<file path="config.mk">
export PLATFORM = sky130hd
export DESIGN_NAME = dp8_two_reg
export DESIGN_NICKNAME = d
export VERILOG_FILES = /design/src/rtl/dp8_pkg.sv /design/src/rtl/dp8_regfile.sv /design/src/rtl/dp8_units.sv /design/src/rtl/dp8_bus_arb.sv /design/src/rtl/dp8_two_reg.sv
export SDC_FILE = /design/constraint.sdc
export NUM_CORES = 1
export LEC_CHECK = 0
export BUFFER_PORTS_ARGS = -buffer_cell sky130_fd_sc_hd__buf_2
export CELL_PAD_IN_SITES_DETAIL_PLACEMENT = 1
export CELL_PAD_IN_SITES_GLOBAL_PLACEMENT = 2
export CORE_ASPECT_RATIO = 0.9
export CORE_MARGIN = 8
export CORE_UTILIZATION = 37
export DETAILED_ROUTE_END_ITERATION = 16
export PLACE_DENSITY_LB_ADDON = 0.1
export SETUP_SLACK_MARGIN = 0.05
export SYNTH_ARGS = -nofsm -noshare
export SYNTH_HDL_FRONTEND = slang
export SYNTH_SLANG_ARGS = --single-unit
</file>
<file path="constraint.sdc">
create_clock -name clk -period 4.08 [get_ports clk]
set_input_delay 1.02 -clock clk [delete_from_list [all_inputs] [get_ports clk]]
set_output_delay 1.02 -clock clk [all_outputs]
set_load 0.02 [all_outputs]
</file>
<file path="src/rtl/dp8_pkg.sv">
package dp8_pkg;
    // Which unit owns the shared result bus in a given cycle.
    typedef enum logic [2:0] {
        SRC_NONE  = 3'd0,
        SRC_EXT   = 3'd1,
        SRC_ARITH = 3'd2,
        SRC_SHIFT = 3'd3,
        SRC_LOGIC = 3'd4
    } bus_src_e;

    localparam int ROUTE_BITS = 2;
endpackage

</file>
<file path="src/rtl/dp8_regfile.sv">
module dp8_regfile
    import dp8_pkg::*;
#(
    parameter int W    = 8,
    parameter int NREG = 2
) (
    input  logic                       clk,
    input  logic                       rst,
    input  logic [NREG-1:0]            wr,
    input  logic [NREG*ROUTE_BITS-1:0] route,
    input  logic [W-1:0]               bus,
    output logic [W-1:0]               port_a,
    output logic [W-1:0]               port_b
);
    logic [W-1:0] q [NREG];

    for (genvar i = 0; i < NREG; i++) begin : g_reg
        always_ff @(posedge clk) begin
            if (rst)        q[i] <= '0;
            else if (wr[i]) q[i] <= bus;
        end

        // reset clears every register
        a_r1_reset_clears: assert property (@(posedge clk) rst |=> q[i] == '0);
        // a strobed register takes the bus value
        a_r2_capture: assert property (@(posedge clk) disable iff (rst)
            wr[i] |=> q[i] == $past(bus));
        // an unstrobed register holds its value
        a_r2_hold: assert property (@(posedge clk) disable iff (rst)
            !wr[i] |=> $stable(q[i]));
    end

    // each port is the OR of the registers routed onto it
    always_comb begin
        port_a = '0;
        port_b = '0;
        for (int k = 0; k < NREG; k++) begin
            if (route[ROUTE_BITS*k])     port_a = port_a | q[k];
            if (route[ROUTE_BITS*k + 1]) port_b = port_b | q[k];
        end
    end

    // a port with nothing routed to it reads zero
    always_comb begin
        if (route == '0) a_r3_unrouted_zero: assert ((port_a | port_b) == '0);
    end
endmodule

</file>
<file path="src/rtl/dp8_units.sv">
module dp8_units #(
    parameter int W = 8
) (
    input  logic [W-1:0] a,
    input  logic [W-1:0] b,
    input  logic         sub_mode,
    input  logic         shf_left,
    input  logic [3:0]   tt,
    output logic [W-1:0] sum,
    output logic [W-1:0] shifted,
    output logic [W-1:0] logic_out
);
    logic [W-1:0] b_eff;

    // the carry-in both inverts B and adds the one
    assign b_eff = sub_mode ? ~b : b;
    assign sum   = a + b_eff + {{(W-1){1'b0}}, sub_mode};

    // one-place shift with zero fill
    assign shifted = shf_left ? {a[W-2:0], 1'b0} : {1'b0, a[W-1:1]};

    // a truth-table lookup per bit
    for (genvar i = 0; i < W; i++) begin : g_lut
        assign logic_out[i] = tt[{a[i], b[i]}];
    end

    always_comb begin
        // removing B from the sum gives back A
        if (!sub_mode) a_r5_add_inverse: assert (W'(sum - b) == a);
        // adding B back to the difference gives back A
        if (sub_mode)  a_r6_sub_inverse: assert (W'(sum + b) == a);
        // the shift drops exactly the bit that falls off the end
        if (!shf_left) a_r7_right_ones: assert ($countones(shifted) == $countones(a) - int'(a[0]));
        if (shf_left)  a_r7_left_ones:  assert ($countones(shifted) == $countones(a) - int'(a[W-1]));
        // code 0110 behaves as XOR
        if (tt == 4'b0110) a_r8_xor_code: assert (logic_out == (a ^ b));
    end
endmodule

</file>
<file path="src/rtl/dp8_bus_arb.sv">
module dp8_bus_arb
    import dp8_pkg::*;
#(
    parameter int W = 8
) (
    input  logic         ext_in_en,
    input  logic         add_en,
    input  logic         shf_en,
    input  logic         lgc_en,
    input  logic [W-1:0] din,
    input  logic [W-1:0] sum,
    input  logic [W-1:0] shifted,
    input  logic [W-1:0] logic_out,
    output bus_src_e     src,
    output logic [W-1:0] bus
);
    // fixed priority decode of the source strobes
    always_comb begin
        if (ext_in_en)   src = SRC_EXT;
        else if (add_en) src = SRC_ARITH;
        else if (shf_en) src = SRC_SHIFT;
        else if (lgc_en) src = SRC_LOGIC;
        else             src = SRC_NONE;
    end

    always_comb begin
        unique case (src)
            SRC_EXT:   bus = din;
            SRC_ARITH: bus = sum;
            SRC_SHIFT: bus = shifted;
            SRC_LOGIC: bus = logic_out;
            default:   bus = '0;
        endcase
    end

    always_comb begin
        // the external input wins over every unit
        if (ext_in_en) a_r9_ext_first: assert (bus == din);
        // the arithmetic unit outranks the shifter and the logic unit
        if (!ext_in_en && add_en) a_r9_arith_second: assert (bus == sum);
        // an idle bus reads zero
        if (!(ext_in_en || add_en || shf_en || lgc_en)) a_r10_idle_bus: assert (bus == '0);
    end
endmodule

</file>
<file path="src/rtl/dp8_two_reg.sv">
module dp8_two_reg
    import dp8_pkg::*;
#(
    parameter int W = 8
) (
    input  logic         clk,
    input  logic         rst,
    input  logic [W-1:0] din,
    input  logic         ext_in_en,
    input  logic         wr_r0,
    input  logic         wr_r1,
    input  logic [1:0]   rt_r0,
    input  logic [1:0]   rt_r1,
    input  logic         out_en,
    input  logic         add_en,
    input  logic         sub_mode,
    input  logic         shf_en,
    input  logic         shf_left,
    input  logic         lgc_en,
    input  logic [3:0]   lgc_tt,
    output logic [W-1:0] dout
);
    localparam int NREG = 2;

    logic [W-1:0] port_a, port_b, bus;
    logic [W-1:0] sum, shifted, logic_out;
    bus_src_e     src;

    dp8_regfile #(.W(W), .NREG(NREG)) u_rf (
        .clk    (clk),
        .rst    (rst),
        .wr     ({wr_r1, wr_r0}),
        .route  ({rt_r1, rt_r0}),
        .bus    (bus),
        .port_a (port_a),
        .port_b (port_b)
    );

    dp8_units #(.W(W)) u_units (
        .a         (port_a),
        .b         (port_b),
        .sub_mode  (sub_mode),
        .shf_left  (shf_left),
        .tt        (lgc_tt),
        .sum       (sum),
        .shifted   (shifted),
        .logic_out (logic_out)
    );

    dp8_bus_arb #(.W(W)) u_arb (
        .ext_in_en (ext_in_en),
        .add_en    (add_en),
        .shf_en    (shf_en),
        .lgc_en    (lgc_en),
        .din       (din),
        .sum       (sum),
        .shifted   (shifted),
        .logic_out (logic_out),
        .src       (src),
        .bus       (bus)
    );

    // the output is gated by the read enable
    assign dout = out_en ? port_a : '0;

    // a loaded value can be read back on the next cycle
    a_r4_readback: assert property (@(posedge clk) disable iff (rst)
        (ext_in_en && wr_r0 && !wr_r1)
        |=> (!(out_en && rt_r0 == 2'b01 && rt_r1 == 2'b00) || dout == $past(din)));
endmodule

</file>
==> Flow_metrics.wiki <==
{| class="wikitable"
! Metric !! Value
|-
| Result of the run || complete, no violations
|-
| Via count of the first global-routing pass || 1,787
|-
| Final Routed Wirelength || 6170 µm
|-
| Power per standard cell area || 303 nW/µm²
|-
| Arrival @ worst endpoint || 3.18 ns
|-
| Synth Area in Compound Gates || 0.284
|-
| Sequential element share of the synthesized area || 0.282
|-
| Total power consumption of the routed design || 0.599 mW
|-
| Worst rel slew slack || 0.549
|-
| Library cell used as clock root buffer || clkbuf_8
|-
| Clock-pin transition on the worst setup and hold timing paths || 0.07 ns
|-
| Clock skew || 0.00440 ns
|-
| Worst path bufs/invs || 2
|-
| Share of synthesized registers carrying an async set or reset || 0
|-
| Worst-skew pair later-pin latency || 0.25 ns
|-
| Area fraction of the dominant cell type after synthesis || 0.282
|-
| Total Routing Usage GR || 0.182
|-
| Global route total overflow || 0
|-
| Layout filler cell count || 541
|-
| CTS tree || built
|-
| Peak Freq || 0.315 GHz
|-
| Most used standard cell by instance count after synthesis || edfxtp_1
|-
| Most frequent cell on the critical path || a21oi_1
|-
| Cell type contributing the most total cell area after synthesis || edfxtp_1
|-
| Total of flip-flops plus latches after synthesis || 16
|-
| RSZ-0062 raised after global routing || false
|-
| Met3 Resource Use GR || 0.0326
|-
| Final critical-path share of the clock period || 0.779
|-
| Number of diodes added for antenna fixing || 0
|-
| Die W || 87.5 µm
|-
| Biggest regs || u_rf.q (16)
|-
| DIE AREA || 7030 µm²
|-
| Top register by number of flip-flops || u_rf.q
|-
| Setup TNS Final || 0 ns
|-
| Final standard cell area without fillers || 1980 µm²
|-
| Final #Nets || 238
|-
| Post-synthesis average cell area || 10.1 µm²
|-
| Maximum buffer depth of the clock tree || 2
|-
| Layout cell share with drive strength beyond 1 || 0.310
|-
| Post-cts repair resize count || 0
|-
| Cell class contributing the biggest share of worst-path delay || compound AO/OA/AOI/OAI gates
|-
| Shortest period the worst path allows || 3.18 ns
|-
| Commonest register cell after synthesis || edfxtp_1
|-
| Vertical die dimension || 80.4 µm
|-
| Slew at the pin closest to its max-slew limit || 0.675 ns
|-
| Path category of the worst min-delay check || register to register
|-
| Global placement routability congestion || 0.850
|-
| Synthesized-area fraction occupied by adder cells || 0.0558
|-
| Detailed-route DRC error count || 0
|-
| Syn-to-layout area delta || 16.2%
|-
| Ordered cell list for the critical path || buf_2, a22o_1, a21oi_1, inv_1, fa_1, nand2b_1, a32oi_1, o221ai_1, a21oi_1, nor2_1
|-
| Number of synthesized flops with an enable pin || 16
|-
| Maximum number of pins on one net before global-route repair || 15
|-
| Post-synthesis xor/xnor area fraction || 0.0514
|-
| Yosys warning count || 0
|-
| Fin. max-slew vios || 0
|-
| Setup slack of the most critical reg-to-reg path || 1.41 ns
|-
| Longest individual stage delay on the worst path || 0.38 ns
|-
| Total I/O pin count || 35
|-
| Num rows || 23
|-
| Most Crowded Layer GR || met2
|-
| Top cells by count, synth || 16 x edfxtp_1, 11 x a22oi_1, 11 x nor2b_1
|-
| Crit start category || primary input
|-
| VDD IR-drop max || 200 µV
|-
| Global-route wire length before repair || 9720 µm
|-
| Net count after synthesis || 203
|-
| Per-cell via count in the routed design || 5.99
|-
| Number of buffers added to fix hold violations after cts || 0
|-
| Count of H-tree levels built during CTS || 1
|-
| Crit path max fanout || 9
|-
| Standard cell with the maximum stage delay on the critical path || fa_1
|-
| Multiplexer area fraction after synthesis || 0.106
|-
| Worst setup path category || primary input to register
|-
| Number of hold violations in the final report || 0
|-
| Met1 usage in global routing || 0.224
|-
| Effective utilization at floorplan || 0.384
|-
| Count of routing violations after the opening detailed-route iteration || 80
|-
| Post-Syn Instances || 169
|-
| Post-placement cell area || 1930 µm²
|-
| Count of input and output buffers || 34
|-
| Routed len/inst || 23.3 µm
|-
| Max-cap violations || 0
|-
| Summed instance area of the synthesized netlist || 1700 µm²
|-
| Clock buffer count from CTS || 3
|-
| Post CTS Setup Buffer Count || 0
|-
| Met2 global-route usage || 0.316
|-
| Dominant combinational cell family by area after synthesis || compound AO/OA/AOI/OAI gates
|-
| Final setup viols || 0
|-
| Leakage component of the power || 0.809 nW
|-
| CP Data Required Time || 4.08 ns
|-
| Leading cell types by total area after synthesis || edfxtp_1 28%, mux4_2 11%, a22oi_1 4.8%
|-
| Number of antenna violations at the first check in global routing || 0
|-
| Number of flip-flops under the largest register name || 16
|-
| Synth unique cells || 44
|-
| Post-route ant nets || 0
|-
| HPWL reported at the end of detailed placement || 4820 µm
|-
| Placeable core region || 4430 µm²
|-
| Post-synthesis simple-gate area fraction || 0.170
|-
| Detailed-route via count || 1,587
|-
| Number of sinks handled by clock tree synthesis || 16
|-
| Detailed Routing Iterations Pass 1 || 4
|-
| Endpoint kind of the worst setup timing path || register
|}
[final cells by class]
type / count / area (µm²) / area share
inverters: 8 / 30.0 / 0.0152
clock inverters: 1 / 3.75 / 0.00190
flip-flops and latches: 16 / 480 / 0.243
clock buffers: 3 / 41.3 / 0.0209
well taps: 62 / 77.6 / 0.0392
repair buffers: 39 / 208 / 0.105
multi-input cells: 136 / 1140 / 0.575
[cell usage in the layout (no fill, tap or decap), types with 3 or more instances in the layout]
cell	count
edfxtp_1	16
buf_2	34
buf_4	5
o21ai_0	4
nor2_1	10
ha_1	6
o22ai_1	6
a22oi_1	11
and2_1	5
clkbuf_8	3
a221oi_2	5
nor2b_1	11
nand2b_1	8
mux4_2	8
xnor2_1	8
inv_1	8
nor3_1	4
a21oi_1	9
nand2_1	8
[cell families after synthesis]
kind of cell    after synthesis
fa+ha+maj                     7
compound gates               58
mux                           8
buf+inv                      17
simple gates                 53
flops                        16
xor+xnor                     10
[final timing paths]
check                                   from                    endpoint  cells after the start
hold / removal    u_rf.q[1][0]$_SDFFCE_PN0P_  u_rf.q[0][0]$_SDFFCE_PN0P_                      4
hold reg to reg   u_rf.q[1][0]$_SDFFCE_PN0P_  u_rf.q[0][0]$_SDFFCE_PN0P_                      4
setup / recovery                    rt_r0[1]  u_rf.q[1][2]$_SDFFCE_PN0P_                     10
setup reg to reg  u_rf.q[0][0]$_SDFFCE_PN0P_  u_rf.q[1][2]$_SDFFCE_PN0P_                      9
[through the flow]
stage	hold WS [ns]	setup slack, ns	util	instances
global route	1.06	0.809	0.446	265
floorplan	0.878	1.06	-	169
detailed placement	0.979	0.685	0.436	261
global placement	0.954	0.744	0.436	261
CTS	0.996	0.951	0.446	265
finish	0.986	0.901	0.446	265
[report_power, final]
part	internal, mW	switching [mW]
Combinational	0.111	0.151
Sequential	0.198	0.0109
Clock	0.0669	0.0611
Total	0.376	0.223
[worst register-to-register path: stages, from the launching register on]
cell and delay [ns]:
edfxtp_1 0.42, a22o_1 0.33, a21oi_1 0.28, inv_1 0.10, fa_1 0.38, nand2b_1 0.21
a32oi_1 0.23, o221ai_1 0.19, a21oi_1 0.21, nor2_1 0.07
[per-layer routing]
metal	share of wire	vias up	routed length (µm)
met5	0	-	0
met4	0.0081	0	50
met3	0.042	6	258
met2	0.51	40	3140
met1	0.44	809	2710
li1	-	732	-
Power figures use the tool's default switching activity.
